`config.mk`:
```
export PLATFORM = sky130hd
export DESIGN_NAME = cop_access_guard
export DESIGN_NICKNAME = d
export VERILOG_FILES = /design/src/rtl/cpg_pkg.sv /design/src/rtl/cpg_sysreg_decode.sv /design/src/rtl/cpg_ctrl_reg.sv /design/src/rtl/cpg_perm_eval.sv /design/src/rtl/cop_access_guard.sv
export SDC_FILE = /design/constraint.sdc
export NUM_CORES = 1
export LEC_CHECK = 0
export CELL_PAD_IN_SITES_DETAIL_PLACEMENT = 1
export CELL_PAD_IN_SITES_GLOBAL_PLACEMENT = 2
export CORE_ASPECT_RATIO = 1.1
export CORE_MARGIN = 2
export CORE_UTILIZATION = 12
export DETAILED_ROUTE_END_ITERATION = 6
export GPL_TIMING_DRIVEN = 0
export HOLD_SLACK_MARGIN = 0.05
export MAX_ROUTING_LAYER = met4
export PLACE_DENSITY_LB_ADDON = 0.15
export SETUP_SLACK_MARGIN = 0.15
export SYNTH_ARGS = -nofsm -noshare
export SYNTH_HDL_FRONTEND = slang
export SYNTH_HIERARCHICAL = 1
export SYNTH_SLANG_ARGS = --single-unit
```
`constraint.sdc`:
```
create_clock -name clk_i -period 2.9 [get_ports clk_i]
set_input_delay 0.87 -clock clk_i [delete_from_list [all_inputs] [get_ports clk_i]]
set_output_delay 0.87 -clock clk_i [all_outputs]
set_load 0.005 [all_outputs]
```
`src/rtl/cpg_pkg.sv`:
```
package cpg_pkg;
  localparam int DATA_W     = 32;
  localparam int FIELD_W    = 2;
  localparam int NUM_FIELDS = 2;
  localparam int FIELD_LSB  = 20;
  localparam int DIS_BIT    = 31;

  typedef enum logic [1:0] {EL0 = 2'd0, EL1 = 2'd1, EL2 = 2'd2, EL3 = 2'd3} el_e;
  typedef enum logic [1:0] {CLS_OTHER = 2'd0, CLS_FP = 2'd1, CLS_VEC = 2'd2, CLS_OTHER2 = 2'd3} cls_e;
  typedef enum logic [1:0] {PERM_NONE = 2'd0, PERM_PRIV = 2'd1, PERM_RSVD = 2'd2, PERM_FULL = 2'd3} perm_e;
endpackage

```
`src/rtl/cpg_sysreg_decode.sv`:
```
module cpg_sysreg_decode
  import cpg_pkg::*;
#(
  parameter logic [3:0] SEL_COPROC = 4'd15,
  parameter logic [2:0] SEL_OPC1   = 3'd0,
  parameter logic [3:0] SEL_CRN    = 4'd1,
  parameter logic [3:0] SEL_CRM    = 4'd0,
  parameter logic [2:0] SEL_OPC2   = 3'd2
) (
  input  logic       req_i,
  input  logic       we_i,
  input  logic [1:0] el_i,
  input  logic [3:0] coproc_i,
  input  logic [2:0] opc1_i,
  input  logic [3:0] crn_i,
  input  logic [3:0] crm_i,
  input  logic [2:0] opc2_i,
  output logic       hit_o,
  output logic       undef_o,
  output logic       wr_en_o,
  output logic       rd_en_o
);
  logic tuple_match, priv;

  assign tuple_match = (coproc_i == SEL_COPROC) && (opc1_i == SEL_OPC1) &&
                       (crn_i == SEL_CRN) && (crm_i == SEL_CRM) && (opc2_i == SEL_OPC2);
  assign priv    = (el_e'(el_i) != EL0);
  assign hit_o   = req_i && tuple_match;
  assign undef_o = hit_o && !priv;
  assign wr_en_o = hit_o && priv && we_i;
  assign rd_en_o = hit_o && priv && !we_i;
endmodule

```
`src/rtl/cpg_ctrl_reg.sv`:
```
module cpg_ctrl_reg
  import cpg_pkg::*;
#(
  parameter int NF  = NUM_FIELDS,
  parameter int FW  = FIELD_W,
  parameter int LSB = FIELD_LSB,
  parameter int DW  = DATA_W,
  parameter int DB  = DIS_BIT
) (
  input  logic                  clk_i,
  input  logic                  rst_ni,
  input  logic                  wr_en_i,
  input  logic                  nonsec_i,
  input  logic                  impl_i,
  input  logic [NF-1:0]         ns_mask_i,
  input  logic [DW-1:0]         wdata_i,
  output logic [NF-1:0][FW-1:0] field_o,
  output logic                  dis_o,
  output logic [DW-1:0]         view_o
);
  logic [FW-1:0] field_q [NF];
  logic [FW-1:0] vis     [NF];
  logic          dis_q;

  for (genvar i = 0; i < NF; i++) begin : g_field
    logic open_i;
    // non-secure software sees and changes a field only when its mask bit is set
    assign open_i = impl_i && (!nonsec_i || ns_mask_i[i]);

    always_ff @(posedge clk_i or negedge rst_ni) begin
      if (!rst_ni)                field_q[i] <= '0;
      else if (wr_en_i && open_i) field_q[i] <= wdata_i[LSB+i*FW +: FW];
    end

    assign vis[i]     = open_i ? field_q[i] : '0;
    assign field_o[i] = field_q[i];
  end

  always_ff @(posedge clk_i or negedge rst_ni) begin
    if (!rst_ni)                dis_q <= 1'b0;
    else if (wr_en_i && impl_i) dis_q <= wdata_i[DB];
  end

  assign dis_o = dis_q;

  always_comb begin
    view_o     = '0;
    view_o[DB] = impl_i && dis_q;
    for (int i = 0; i < NF; i++) view_o[LSB+i*FW +: FW] = vis[i];
  end
endmodule

```
`src/rtl/cpg_perm_eval.sv`:
```
module cpg_perm_eval
  import cpg_pkg::*;
#(
  parameter int FW = FIELD_W
) (
  input  logic          valid_i,
  input  logic [1:0]    el_i,
  input  logic [1:0]    class_i,
  input  logic          impl_i,
  input  logic          nonsec_i,
  input  logic          lo_mask_i,
  input  logic [FW-1:0] lo_field_i,
  input  logic          dis_i,
  output logic          undef_o
);
  perm_e eff;
  logic  allow, is_fp, is_vec, exempt;

  // only the low field is enforced; masked or absent hardware enforces as denied
  assign eff = (impl_i && (!nonsec_i || lo_mask_i)) ? perm_e'(lo_field_i) : PERM_NONE;

  always_comb begin
    unique case (eff)
      PERM_FULL: allow = 1'b1;
      PERM_PRIV: allow = (el_e'(el_i) != EL0);
      default:   allow = 1'b0;
    endcase
  end

  assign is_fp   = (cls_e'(class_i) == CLS_FP);
  assign is_vec  = (cls_e'(class_i) == CLS_VEC);
  assign exempt  = (el_e'(el_i) == EL2);
  assign undef_o = valid_i && (is_fp || is_vec) && !exempt &&
                   (!allow || (is_vec && dis_i));
endmodule

```
`src/rtl/cop_access_guard.sv`:
```
module cop_access_guard
  import cpg_pkg::*;
(
  input  logic        clk_i,
  input  logic        rst_ni,
  input  logic [1:0]  el_i,
  input  logic        nonsec_i,
  input  logic [1:0]  ns_mask_i,
  input  logic        impl_i,
  input  logic        sys_req_i,
  input  logic        sys_we_i,
  input  logic [3:0]  sys_coproc_i,
  input  logic [2:0]  sys_opc1_i,
  input  logic [3:0]  sys_crn_i,
  input  logic [3:0]  sys_crm_i,
  input  logic [2:0]  sys_opc2_i,
  input  logic [31:0] sys_wdata_i,
  output logic        sys_hit_o,
  output logic        sys_undef_o,
  output logic [31:0] sys_rdata_o,
  input  logic        insn_valid_i,
  input  logic [1:0]  insn_class_i,
  output logic        insn_undef_o
);
  logic wr_en, rd_en, dis_q;
  logic [NUM_FIELDS-1:0][FIELD_W-1:0] field_q;
  logic [DATA_W-1:0] view;

  cpg_sysreg_decode u_dec (
    .req_i   (sys_req_i),
    .we_i    (sys_we_i),
    .el_i    (el_i),
    .coproc_i(sys_coproc_i),
    .opc1_i  (sys_opc1_i),
    .crn_i   (sys_crn_i),
    .crm_i   (sys_crm_i),
    .opc2_i  (sys_opc2_i),
    .hit_o   (sys_hit_o),
    .undef_o (sys_undef_o),
    .wr_en_o (wr_en),
    .rd_en_o (rd_en)
  );

  cpg_ctrl_reg u_reg (
    .clk_i    (clk_i),
    .rst_ni   (rst_ni),
    .wr_en_i  (wr_en),
    .nonsec_i (nonsec_i),
    .impl_i   (impl_i),
    .ns_mask_i(ns_mask_i),
    .wdata_i  (sys_wdata_i),
    .field_o  (field_q),
    .dis_o    (dis_q),
    .view_o   (view)
  );

  cpg_perm_eval u_eval (
    .valid_i   (insn_valid_i),
    .el_i      (el_i),
    .class_i   (insn_class_i),
    .impl_i    (impl_i),
    .nonsec_i  (nonsec_i),
    .lo_mask_i (ns_mask_i[0]),
    .lo_field_i(field_q[0]),
    .dis_i     (dis_q),
    .undef_o   (insn_undef_o)
  );

  assign sys_rdata_o = rd_en ? view : '0;
endmodule

```
==> results.md <==
- Status: complete, but fails checks
- Failing checks: negative setup slack
- Leakage Power: 0.906 nW
- Vias in the first global route: between 900 and 1000
- Worst setup margin: -0.365 ns
- Synthesized cell area: 906 µm²
- Tcrit/Tclk final: 1.13
- Sequential-to-total area share from yosys stat: 0.138
- Worst reg2reg path depth: 1
- Initial Utilization: 0.123
- FFs w/ async S/R, synth: 1.00
- Fmax: 0.306 GHz
- Post-synth top flop: dfrtp_1
- Post-synth top area cell: and2_2
- Max Cap Violations: 0
- Syn_area_per_cell: between 8 and 9 µm²
- Synthesized flop and latch total: 5
- Antenna cell count: 0
- Most used cell, CP: buf_6
- Min-Delay Path Class: reg2reg
- H-tree depth: 1
- TritonCTS clock tree: done
- Setup TNS: -1.62 ns
- Clock root buffer master: clkbuf_8
- RSZ-0062 raised after global routing: true
- VDD IR-drop max: 0.189 mV
- Clock Sinks: 5
- Die ar.: 0.00826 mm²
- Routed Wire Length: approximately 2900 µm
- Port bufs: 43
- Tot GR Track Use: 0.0705
- Flop2flop setup slack: about 2.1 ns
- Num rows: 33
- Gpl congestion: 0.776
- Area fraction of the dominant cell type after synthesis: 0.273
- Worst skew pair latency: around 0.22 ns
- Synthesis-to-layout area growth: 91.7%
- Final cell utilization of the core: 0.235
- CP Cell Sequence: buf_6 > or4_4 > nor4_4 > clkbuf_8 > buf_6 > buf_6 > and2_4 > buf_6
- Post-Synthesis Cells: between 100 and 150
- First-pass GRT wire length: 4540 µm
- Hold Vio Cnt, Final: 0
- Clock buffer depth: 2
- Share of layout cells above drive strength 1: 0.683
- Final nets: 251
- P per Cell Area: 170 mW/mm²
- Final setup vio count: 6
- Crit path DAT: around 2.4 ns
- Initial antenna violation count: 0
- CP Launch Type: input pin
- Core area: roughly 0.0074 mm²
- Pin count of the biggest net entering global routing: 11
- Worst Skew: 0 ns
- Total CTS buffers: 3
- DR iter-0 viols: 1
- First-pass DRT Iterations: 4
- CP max FO: 3
- Synth area leaders: and2_2 27%, buf_4 22%, dfrtp_1 14%, mux2_4 6.6%, and3_2 3.3%
- Hold slack: 0.500 ns
- Detail Placement HPWL: 2530 µm
- Hold path depth: 1
- Post-synth EDFFs: 0
- Overall die height: 95.1 µm
- Vias/cell: 3.31
- Worst path slowest cell: or4_4
- Synth cell types: 26
- Avg WL per Cell: 10.6 µm
- Slew Viols, Final: 0
- Critical Path End Type: output port
- Gr ovfl total: 0
- Post-route ant nets: 0
- Ys Warns: 6
- Vias post-DR: between 900 and 1000
- Kind of critical path: in2out
- Die width: 86.8 µm
- Fin crit period: 3.27 ns
- CP peak stage delay: 0.55 ns
- Worst path required time: between 2 and 2.5 ns
- Clock transition at path regs: 0.04 ns
- # DRC: 0
- Top Ports: 98
[final cells by class]
| class | count | area, µm² |
|---|---|---|
| tap | 87 | 109 |
| multi-input combinational | 91 | 757 |
| timing repair buffer | 55 | 470 |
| sequential | 5 | 125 |
| clock buffer | 4 | 45.0 |
| inverter | 1 | 3.75 |
| fill | 884 | 5650 |
| buffer | 30 | 226 |
[routing by layer]
layer,vias to the layer above,wire (µm),track usage,share of wire
met2,33,1720,0.147,0.60
met1,422,1010,0.0707,0.35
met4,0,0,0.0117,0
li1,448,-,-,-
met5,-,0,-,0
met3,0,149,0.00519,0.052
[sequential cells by signal, indices dropped and copies added, names as in the netlist]
name	count
u_reg/field_o	4
u_reg/dis_o	1
[stage by stage]
step	instance area (µm²)	total power, W	cells	setup WS (ns)
after floorplan	1010	0.000112	127	-0.0615
after global placement	1550	0.000167	257	-1.32
after detailed placement	1550	0.000168	257	-1.33
after CTS	1680	0.000295	270	-0.386
after global routing	1740	0.000317	273	-0.415
final	1740	0.000296	273	-0.365
[cell families after synthesis]
| kind of cell | Yosys count | synth area share |
|---|---|---|
| compound gates | 2 | 0.0221 |
| other cells | 1 | 0.00414 |
| fa+ha+maj | 1 | 0.0138 |
| mux | 5 | 0.0787 |
| simple gates | 56 | 0.499 |
| buf+inv | 31 | 0.244 |
| flops | 5 | 0.138 |
[final timing paths]
| check | start | to |
|---|---|---|
| worst max-delay path | sys_opc1_i[0] | sys_rdata_o[21] |
| worst min-delay path | u_reg/field_o[2] | u_reg/field_o[2] |
| worst max register to register | u_reg/field_o[0] | u_reg/field_o[0] |
| worst min register to register | u_reg/field_o[2] | u_reg/field_o[2] |
| max in group asynchronous | rst_ni | u_reg/dis_o |
| min in group asynchronous | rst_ni | u_reg/field_o[0] |
[placed cells by master, fill, tap and decap left out, drive strengths merged, types with 3 or more instances in the layout]
master,count
dlygate4sd2,9
and2,33
nor2b,3
nor4b,3
buf,60
mux2,5
and3,4
conb,27
clkdlybuf4s15,3
clkbuf,8
dfrtp,5
clkdlybuf4s50,9
[power breakdown]
| part | switching [W] | internal, W |
|---|---|---|
| logic | 0.0000309 | 0.0000673 |
| clock network | 0.0000334 | 0.0000943 |
| registers | 0.000000000940 | 0.0000702 |
[critical path: cells and delay by family]
| family | cells | cell delay [ns] |
|---|---|---|
| and+or+nand+nor | 3 | 0.99 |
| buffers and inverters | 5 | 0.52 |
[Yosys cell counts, types with 2 or more instances]
library cell and number:
nor4b_2 2, nor4bb_1 2, and3_2 4, nor2b_4 2, mux2_4 4, nand2b_1 2, nor2_1 2, dfrtp_1 5
and2_2 33, buf_4 27, clkbuf_2 3
[what timing repair did]
item,in CTS,in global routing
gates cloned,0,0
setup endpoints to repair,12,7
buffers inserted,9,3
pin swaps,10,3
gates resized for setup,113,12
hold buffers,0,0
Note: power is estimated with default switching activity, not from simulation.
